### src/rtl/usbh_irq_pkg.sv
package usbh_irq_pkg;

  localparam int FLAG_W   = 16;
  localparam int B_SOF    = 2;
  localparam int B_BUSRST = 3;
  localparam int B_WAKE   = 4;
  localparam int B_DNRSM  = 5;
  localparam int B_UPRSM  = 6;
  localparam int B_RAMERR = 7;
  localparam int B_DCONN  = 8;
  localparam int B_DDISC  = 9;

  localparam logic [FLAG_W-1:0] IMPL_MASK =
    (FLAG_W'(1) << B_SOF)   | (FLAG_W'(1) << B_BUSRST) |
    (FLAG_W'(1) << B_WAKE)  | (FLAG_W'(1) << B_DNRSM)  |
    (FLAG_W'(1) << B_UPRSM) | (FLAG_W'(1) << B_RAMERR) |
    (FLAG_W'(1) << B_DCONN) | (FLAG_W'(1) << B_DDISC);

  typedef struct packed {
    logic ddisc;
    logic dconn;
    logic ramerr;
    logic uprsm;
    logic dnrsm;
    logic busrst;
    logic sof;
  } host_evt_t;

  // Wake-up: resume or removal while suspended, attach while operational
  function automatic logic wake_cond(input logic sof_en, input logic vbus_ok,
                                     input logic uprsm, input logic ddisc,
                                     input logic dconn);
    return (!sof_en && (uprsm || ddisc)) || (vbus_ok && dconn);
  endfunction

  function automatic logic [FLAG_W-1:0] evt_to_vec(input host_evt_t e,
                                                   input logic wake);
    logic [FLAG_W-1:0] v;
    v = '0;
    v[B_DDISC]  = e.ddisc;
    v[B_DCONN]  = e.dconn;
    v[B_RAMERR] = e.ramerr;
    v[B_UPRSM]  = e.uprsm;
    v[B_DNRSM]  = e.dnrsm;
    v[B_WAKE]   = wake;
    v[B_BUSRST] = e.busrst;
    v[B_SOF]    = e.sof;
    return v;
  endfunction

  // Clear first, then set: a same-cycle event wins
  function automatic logic [FLAG_W-1:0] next_flags(input logic [FLAG_W-1:0] cur,
                                                   input logic [FLAG_W-1:0] set,
                                                   input logic [FLAG_W-1:0] clr);
    return ((cur & ~clr) | set) & IMPL_MASK;
  endfunction

endpackage

### src/rtl/usbh_frame_timer.sv
module usbh_frame_timer #(
  parameter int TICKS_PER_FRAME = 48000,
  parameter int FNUM_W          = 11
) (
  input  logic              clk,
  input  logic              rst_n,
  input  logic              sof_en,
  output logic              sof_pulse,
  output logic [FNUM_W-1:0] frame_num
);
  localparam int CNT_W = (TICKS_PER_FRAME > 2) ? $clog2(TICKS_PER_FRAME) : 1;
  localparam logic [CNT_W-1:0] LAST = CNT_W'(TICKS_PER_FRAME - 1);

  logic [CNT_W-1:0] cnt_q;

  assign sof_pulse = sof_en && (cnt_q == LAST);

  always_ff @(posedge clk) begin
    if (!rst_n) begin
      cnt_q     <= '0;
      frame_num <= '0;
    end else if (!sof_en) begin
      cnt_q <= '0;
    end else if (sof_pulse) begin
      cnt_q     <= '0;
      frame_num <= frame_num + 1'b1;
    end else begin
      cnt_q <= cnt_q + 1'b1;
    end
  end

  a_r10_frame_step: assert property (@(posedge clk) disable iff (!rst_n)
    sof_pulse |=> frame_num == FNUM_W'($past(frame_num) + 1'b1));
  a_r10_idle_hold: assert property (@(posedge clk) disable iff (!rst_n)
    !sof_en |=> $stable(frame_num));
endmodule

### src/rtl/usbh_flag_bank.sv
module usbh_flag_bank
  import usbh_irq_pkg::*;
(
  input  logic              clk,
  input  logic              rst_n,
  input  logic [FLAG_W-1:0] set_vec,
  input  logic              wr_en,
  input  logic [FLAG_W-1:0] wr_data,
  output logic [FLAG_W-1:0] flags
);
  logic [FLAG_W-1:0] clr_vec;

  assign clr_vec = wr_en ? wr_data : '0;

  always_ff @(posedge clk) begin
    if (!rst_n) flags <= '0;
    else        flags <= next_flags(flags, set_vec, clr_vec);
  end

  a_r3_clear: assert property (@(posedge clk) disable iff (!rst_n)
    (clr_vec != '0) |=> ((flags & $past(clr_vec & ~set_vec)) == '0));
  a_r3_hold: assert property (@(posedge clk) disable iff (!rst_n)
    1'b1 |=> ((flags & $past(flags & ~clr_vec)) == $past(flags & ~clr_vec)));
  a_r4_set_wins: assert property (@(posedge clk) disable iff (!rst_n)
    (set_vec != '0) |=> ((flags & $past(set_vec & IMPL_MASK)) == $past(set_vec & IMPL_MASK)));
  a_r5_reserved: assert property (@(posedge clk) disable iff (!rst_n)
    (flags & ~IMPL_MASK) == '0);
endmodule

### src/rtl/usbh_irq_gen.sv
module usbh_irq_gen #(
  parameter int W = 16
) (
  input  logic         clk,
  input  logic         rst_n,
  input  logic [W-1:0] flags,
  input  logic [W-1:0] ien,
  output logic         irq
);
  logic hit;

  assign hit = |(flags & ien);

  always_ff @(posedge clk) begin
    if (!rst_n) irq <= 1'b0;
    else        irq <= hit;
  end

  a_r6_masked_low: assert property (@(posedge clk) disable iff (!rst_n)
    ((flags & ien) == '0) |=> !irq);
  a_r6_enabled_high: assert property (@(posedge clk) disable iff (!rst_n)
    ((flags & ien) != '0) |=> irq);
endmodule

### src/rtl/usbh_irq_flags.sv
module usbh_irq_flags
  import usbh_irq_pkg::*;
#(
  parameter int TICKS_PER_FRAME = 48000,
  parameter int FNUM_W          = 11
) (
  input  logic              clk,
  input  logic              rst_n,
  input  logic              sof_en,
  input  logic              vbus_ok,
  input  logic              ev_ddisc,
  input  logic              ev_dconn,
  input  logic              ev_ramerr,
  input  logic              ev_uprsm,
  input  logic              ev_dnrsm,
  input  logic              ev_busrst,
  input  logic              wr_en,
  input  logic [FLAG_W-1:0] wr_data,
  input  logic [FLAG_W-1:0] ien,
  output logic [FLAG_W-1:0] flags,
  output logic              irq,
  output logic [FNUM_W-1:0] frame_num
);
  logic              sof_pulse;
  logic              wake_evt;
  host_evt_t         evt;
  logic [FLAG_W-1:0] set_vec;

  usbh_frame_timer #(
    .TICKS_PER_FRAME(TICKS_PER_FRAME),
    .FNUM_W(FNUM_W)
  ) u_timer (
    .clk(clk), .rst_n(rst_n), .sof_en(sof_en),
    .sof_pulse(sof_pulse), .frame_num(frame_num)
  );

  assign wake_evt = wake_cond(sof_en, vbus_ok, ev_uprsm, ev_ddisc, ev_dconn);

  always_comb begin
    evt.ddisc  = ev_ddisc;
    evt.dconn  = ev_dconn;
    evt.ramerr = ev_ramerr;
    evt.uprsm  = ev_uprsm;
    evt.dnrsm  = ev_dnrsm;
    evt.busrst = ev_busrst;
    evt.sof    = sof_pulse;
  end

  assign set_vec = evt_to_vec(evt, wake_evt);

  usbh_flag_bank u_bank (
    .clk(clk), .rst_n(rst_n), .set_vec(set_vec),
    .wr_en(wr_en), .wr_data(wr_data), .flags(flags)
  );

  usbh_irq_gen #(.W(FLAG_W)) u_irq (
    .clk(clk), .rst_n(rst_n), .flags(flags), .ien(ien), .irq(irq)
  );

  a_r2_busrst_sets: assert property (@(posedge clk) disable iff (!rst_n)
    ev_busrst |=> flags[B_BUSRST]);
  a_r2_sof_sets: assert property (@(posedge clk) disable iff (!rst_n)
    sof_pulse |=> flags[B_SOF]);
  a_r7_resume_wake: assert property (@(posedge clk) disable iff (!rst_n)
    (!sof_en && ev_uprsm) |=> flags[B_WAKE]);
  a_r8_removal_wake: assert property (@(posedge clk) disable iff (!rst_n)
    (!sof_en && ev_ddisc) |=> flags[B_WAKE]);
  a_r9_attach_wake: assert property (@(posedge clk) disable iff (!rst_n)
    (vbus_ok && ev_dconn) |=> flags[B_WAKE]);
endmodule

### config.mk
export PLATFORM = sky130hd
export DESIGN_NAME = usbh_irq_flags
export DESIGN_NICKNAME = d
export VERILOG_FILES = /design/src/rtl/usbh_irq_pkg.sv /design/src/rtl/usbh_frame_timer.sv /design/src/rtl/usbh_flag_bank.sv /design/src/rtl/usbh_irq_gen.sv /design/src/rtl/usbh_irq_flags.sv
export SDC_FILE = /design/constraint.sdc
export NUM_CORES = 1
export LEC_CHECK = 0
export ABC_CLOCK_PERIOD_IN_PS = 3500
export BUFFER_PORTS_ARGS = -buffer_cell sky130_fd_sc_hd__buf_2
export CORE_MARGIN = 2
export CORE_UTILIZATION = 50
export DETAILED_ROUTE_END_ITERATION = 7
export PLACE_DENSITY = 0.84
export SKIP_CTS_REPAIR_TIMING = 1
export SKIP_LAST_GASP = 1
export SYNTH_ARGS = -nofsm -noshare
export SYNTH_HDL_FRONTEND = slang
export SYNTH_SLANG_ARGS = --single-unit
### constraint.sdc
create_clock -name clk -period 3.5 [get_ports clk]
set_input_delay 0.175 -clock clk [delete_from_list [all_inputs] [get_ports clk]]
set_output_delay 0.175 -clock clk [all_outputs]
set_load 0.05 [all_outputs]
==> results <==
- The initial utilization of the core area, before any placement, comes to roughly 53%.
- The clock latency reported for the late side of the worst-skew pair is ~0.34 ns.
- The library cell with the largest summed area after synthesis is dfxtp_1.
- The width of the chip is slightly above 60 um.
- The post-detailed-route via-to-cell ratio is 4.84.
- The flow ran to the end, and the final reports show no timing, DRC or antenna violations.
- Leaving out fill and tap cells, the most frequent cell in the layout is buf_2.
- The number of clock buffers added by TritonCTS is 5.
- The count of standard-cell rows is 20.
- The library cells used most frequently in the layout, excluding fill and tap cells, are buf_2 (46), nor2_1 (39), dfxtp_1 (36), nand2_1 (19), xnor2_1 (15).
- The placed instances occupy a cell area of around 1900 sq um.
- The synthesized area per cell is about 8.8 sq um.
- The die height is 61.2 um.
- Synthesis produced a netlist whose cell count is roughly 190.
- 71 I/O pins were placed.
- The fraction of registers with async set or reset after synthesis is 0%.
- Setup violations remaining at the end of the flow were counted as 0.
- The tool flagged a number of max-cap violations equal to 0.
- The clock net in this run drives a total of 36 sinks.
- Setup repair after global routing left no endpoint under its margin.
- The count of unique library cells instantiated by Yosys is 32.
- The setup path with the least slack is of type register to register.
- The hold violation count in the final report is 0.
- The peak ir drop on the vdd network is approximately 0.19 mV.
- For the pin with the worst max-slew slack, the measured transition is between 0.4 and 0.5 ns.
- Of all nets on the critical path, the largest fanout is 9.
- TritonCTS built the clock tree.
- Summed over all cells, the static leakage comes to ~0.82 nW.
- The top flip-flop cell by instance count after synthesis is dfxtp_1.
- In this run the remaining antenna-violating nets after routing total 0.
- By area the synthesized netlist is led by dfxtp_1 (44%), nor2_1 (8.9%), xnor2_1 (8.0%), nand2_1 (4.4%), xor2_1 (4.3%).
- 0 antenna diodes ended up in the layout.
- The final-report max-slew violation count came to 0.
- The final layout contains 280 nets.
- Power spread over the standard cell area amounts to 369 nW/um^2.
- Of the available clock period, the critical path in the final layout requires a little under three fifths.
- The post-synthesis instance area is roughly 1600 sq um.
- STA classifies the critical path endpoint as a register.
- The number of global-route vias before repair is approximately 1,200.
- The placer's final routability congestion estimate is just under 0.8.
- The final wirelength is between 2 and 3 mm.
- The fraction of final layout cells sized beyond drive strength 1 is approximately a quarter.
- In this run the tightest slew margin relative to its limit is between 60% and 70%.
- The placed wire-length estimate after detailed placement is about 2.3 mm.
- The clock edge transition at the registers on the reported setup and hold paths is about 0.1 ns.
- The Yosys step of the flow raised 0 warnings.
- The highest clock rate is 0.501 GHz.
- The share of the yosys chip area belonging to registers is around 44%.
- For the final database, setup skew stands at just over 0.01 ns.
- Detailed routing inserted a total of 1,341 vias.
- The DRC violation total after the first TritonRoute iteration is between 40 and 50.
- Dividing the detail-routed wire length by the instance count gives between 10 and 15 um.
- In this run the number of H-tree levels came out at 2.
- The first global-routing pass estimated between 4 and 5 mm of wire.
- For the finished layout, the period the worst path requires is approximately 2.0 ns.
- STA classifies the critical path startpoint as a register.
- Entering global routing, the biggest net connects 19 pins.
- The total congestion overflow after global routing is 0.
- The placeable core area is 3080 sq um.
- The number of buffer cells added on primary ports is between 40 and 50.
- The total die area is about 3700 sq um.
- The synthesized design contains 0 enable-type register cells.
- The clock passes through at most 2 buffers.
- The area overhead of the layout relative to synthesis is 16.2%.
- The finished cells cover 1900 sq um.
- At the worst endpoint, the required time is roughly 3.8 ns.
- The setup TNS is 0 ns.
- Before antenna repair, the detailed router went through 4 iterations.
- The residual DRC count is 0.
- Global routing consumed, over all layers together, between 10% and 20% of the routing resources.
- The data arrival time of the critical path is about 2.3 ns.
- The area share of the largest cell type after synthesis is between 40% and 50%.
- The path category of the worst min-delay check is input pin to register.
- After synthesis the netlist holds a flip-flop and latch count of 36.
- In this run the clock root is driven by a clkbuf_4.
- The initial antenna violation count is 0.
-- routing by layer --
metal / share of wire [%] / vias up / track usage [%]
met4: 2.5 / 0 / 11.2
met5: 0 / - / 0
met2: 47 / 38 / 28.4
li1: - / 702 / -
met3: 6.2 / 8 / 4.62
met1: 45 / 593 / 20.5
-- cell families (layout without fill, tap and decap cells) --
family | Yosys count | after routing | synth area share [%]
other | 1 | 8 | 0.229
AND/OR/NAND/NOR | 94 | 94 | 29.6
flip-flops | 36 | 36 | 44.0
XOR/XNOR | 23 | 23 | 12.3
adder cells (fa/ha/maj) | 2 | 2 | 1.53
multiplexers | 2 | 2 | 1.22
buffers and inverters | 16 | 55 | 6.03
AO/OA/AOI/OAI | 13 | 13 | 5.04
-- sequential cells by signal, summed over array words and instances (netlist names) --
| signal | count |
|---|---|
| u_bank.flags | 8 |
| u_irq.irq | 1 |
| u_timer.cnt_q | 16 |
| u_timer.frame_num | 11 |
-- area by class of cell --
cell class / count / area (sq um)
flip-flops and latches: 36 / 721
repair buffers: 46 / 230
clock buffers: 5 / 37.5
inverters: 4 / 15.0
multi-input cells: 142 / 845
fillers: 274 / 1170
well taps: 44 / 55.1
-- cell usage after synthesis (all sizes together) (2+ instances only) --
cell type	number
a21oi	7
a22oi	4
and2	3
and3	2
and4	3
buf	10
clkbuf	2
dfxtp	36
ha	2
inv	3
mux2i	2
nand2	19
nand3	12
nand4	3
nor2	39
nor3	4
nor4	6
xnor2	15
xor2	8
-- power breakdown --
group          total [W]  internal [W]  switching, W
clock network   0.000191     0.0000670      0.000124
registers       0.000423      0.000418    0.00000534
logic          0.0000879     0.0000228     0.0000651
-- worst paths after layout --
kind | from | end | slack, ns | depth (start not counted)
worst min-delay path | ev_busrst | u_bank.flags[3]$_SDFF_PN0_ | 0.04 | 3
worst max-delay path | u_timer.cnt_q[0]$_SDFF_PP0_ | u_timer.frame_num[10]$_SDFFE_PN0P_ | 1.50 | 6
worst max register to register | u_timer.cnt_q[0]$_SDFF_PP0_ | u_timer.frame_num[10]$_SDFFE_PN0P_ | 1.50 | 6
worst min register to register | u_timer.frame_num[10]$_SDFFE_PN0P_ | u_timer.frame_num[10]$_SDFFE_PN0P_ | 0.47 | 2
-- worst max-delay path: stages, from the launching register on --
cell and delay, ns:
dfxtp_1 0.39, ha_1 0.23, and4_4 0.28, nand4b_4 0.17
or2_1 0.38, nor4_4 0.30, mux2i_1 0.20
-- through the flow --
stage / util (%) / worst slack [ns] / total power [W] / instances / hold WS (ns)
after floorplan: - / 1.66 / 0.000501 / 194 / 0.292
after global placement: 60.6 / 1.54 / 0.000520 / 272 / 0.383
after detailed placement: 60.6 / 1.51 / 0.000521 / 272 / 0.388
after CTS: 61.8 / 1.48 / 0.000708 / 277 / 0.0359
after global routing: 61.8 / 1.38 / 0.000735 / 277 / 0.0395
final: 61.8 / 1.50 / 0.000702 / 277 / 0.0388
Power figures use the tool's default switching activity.
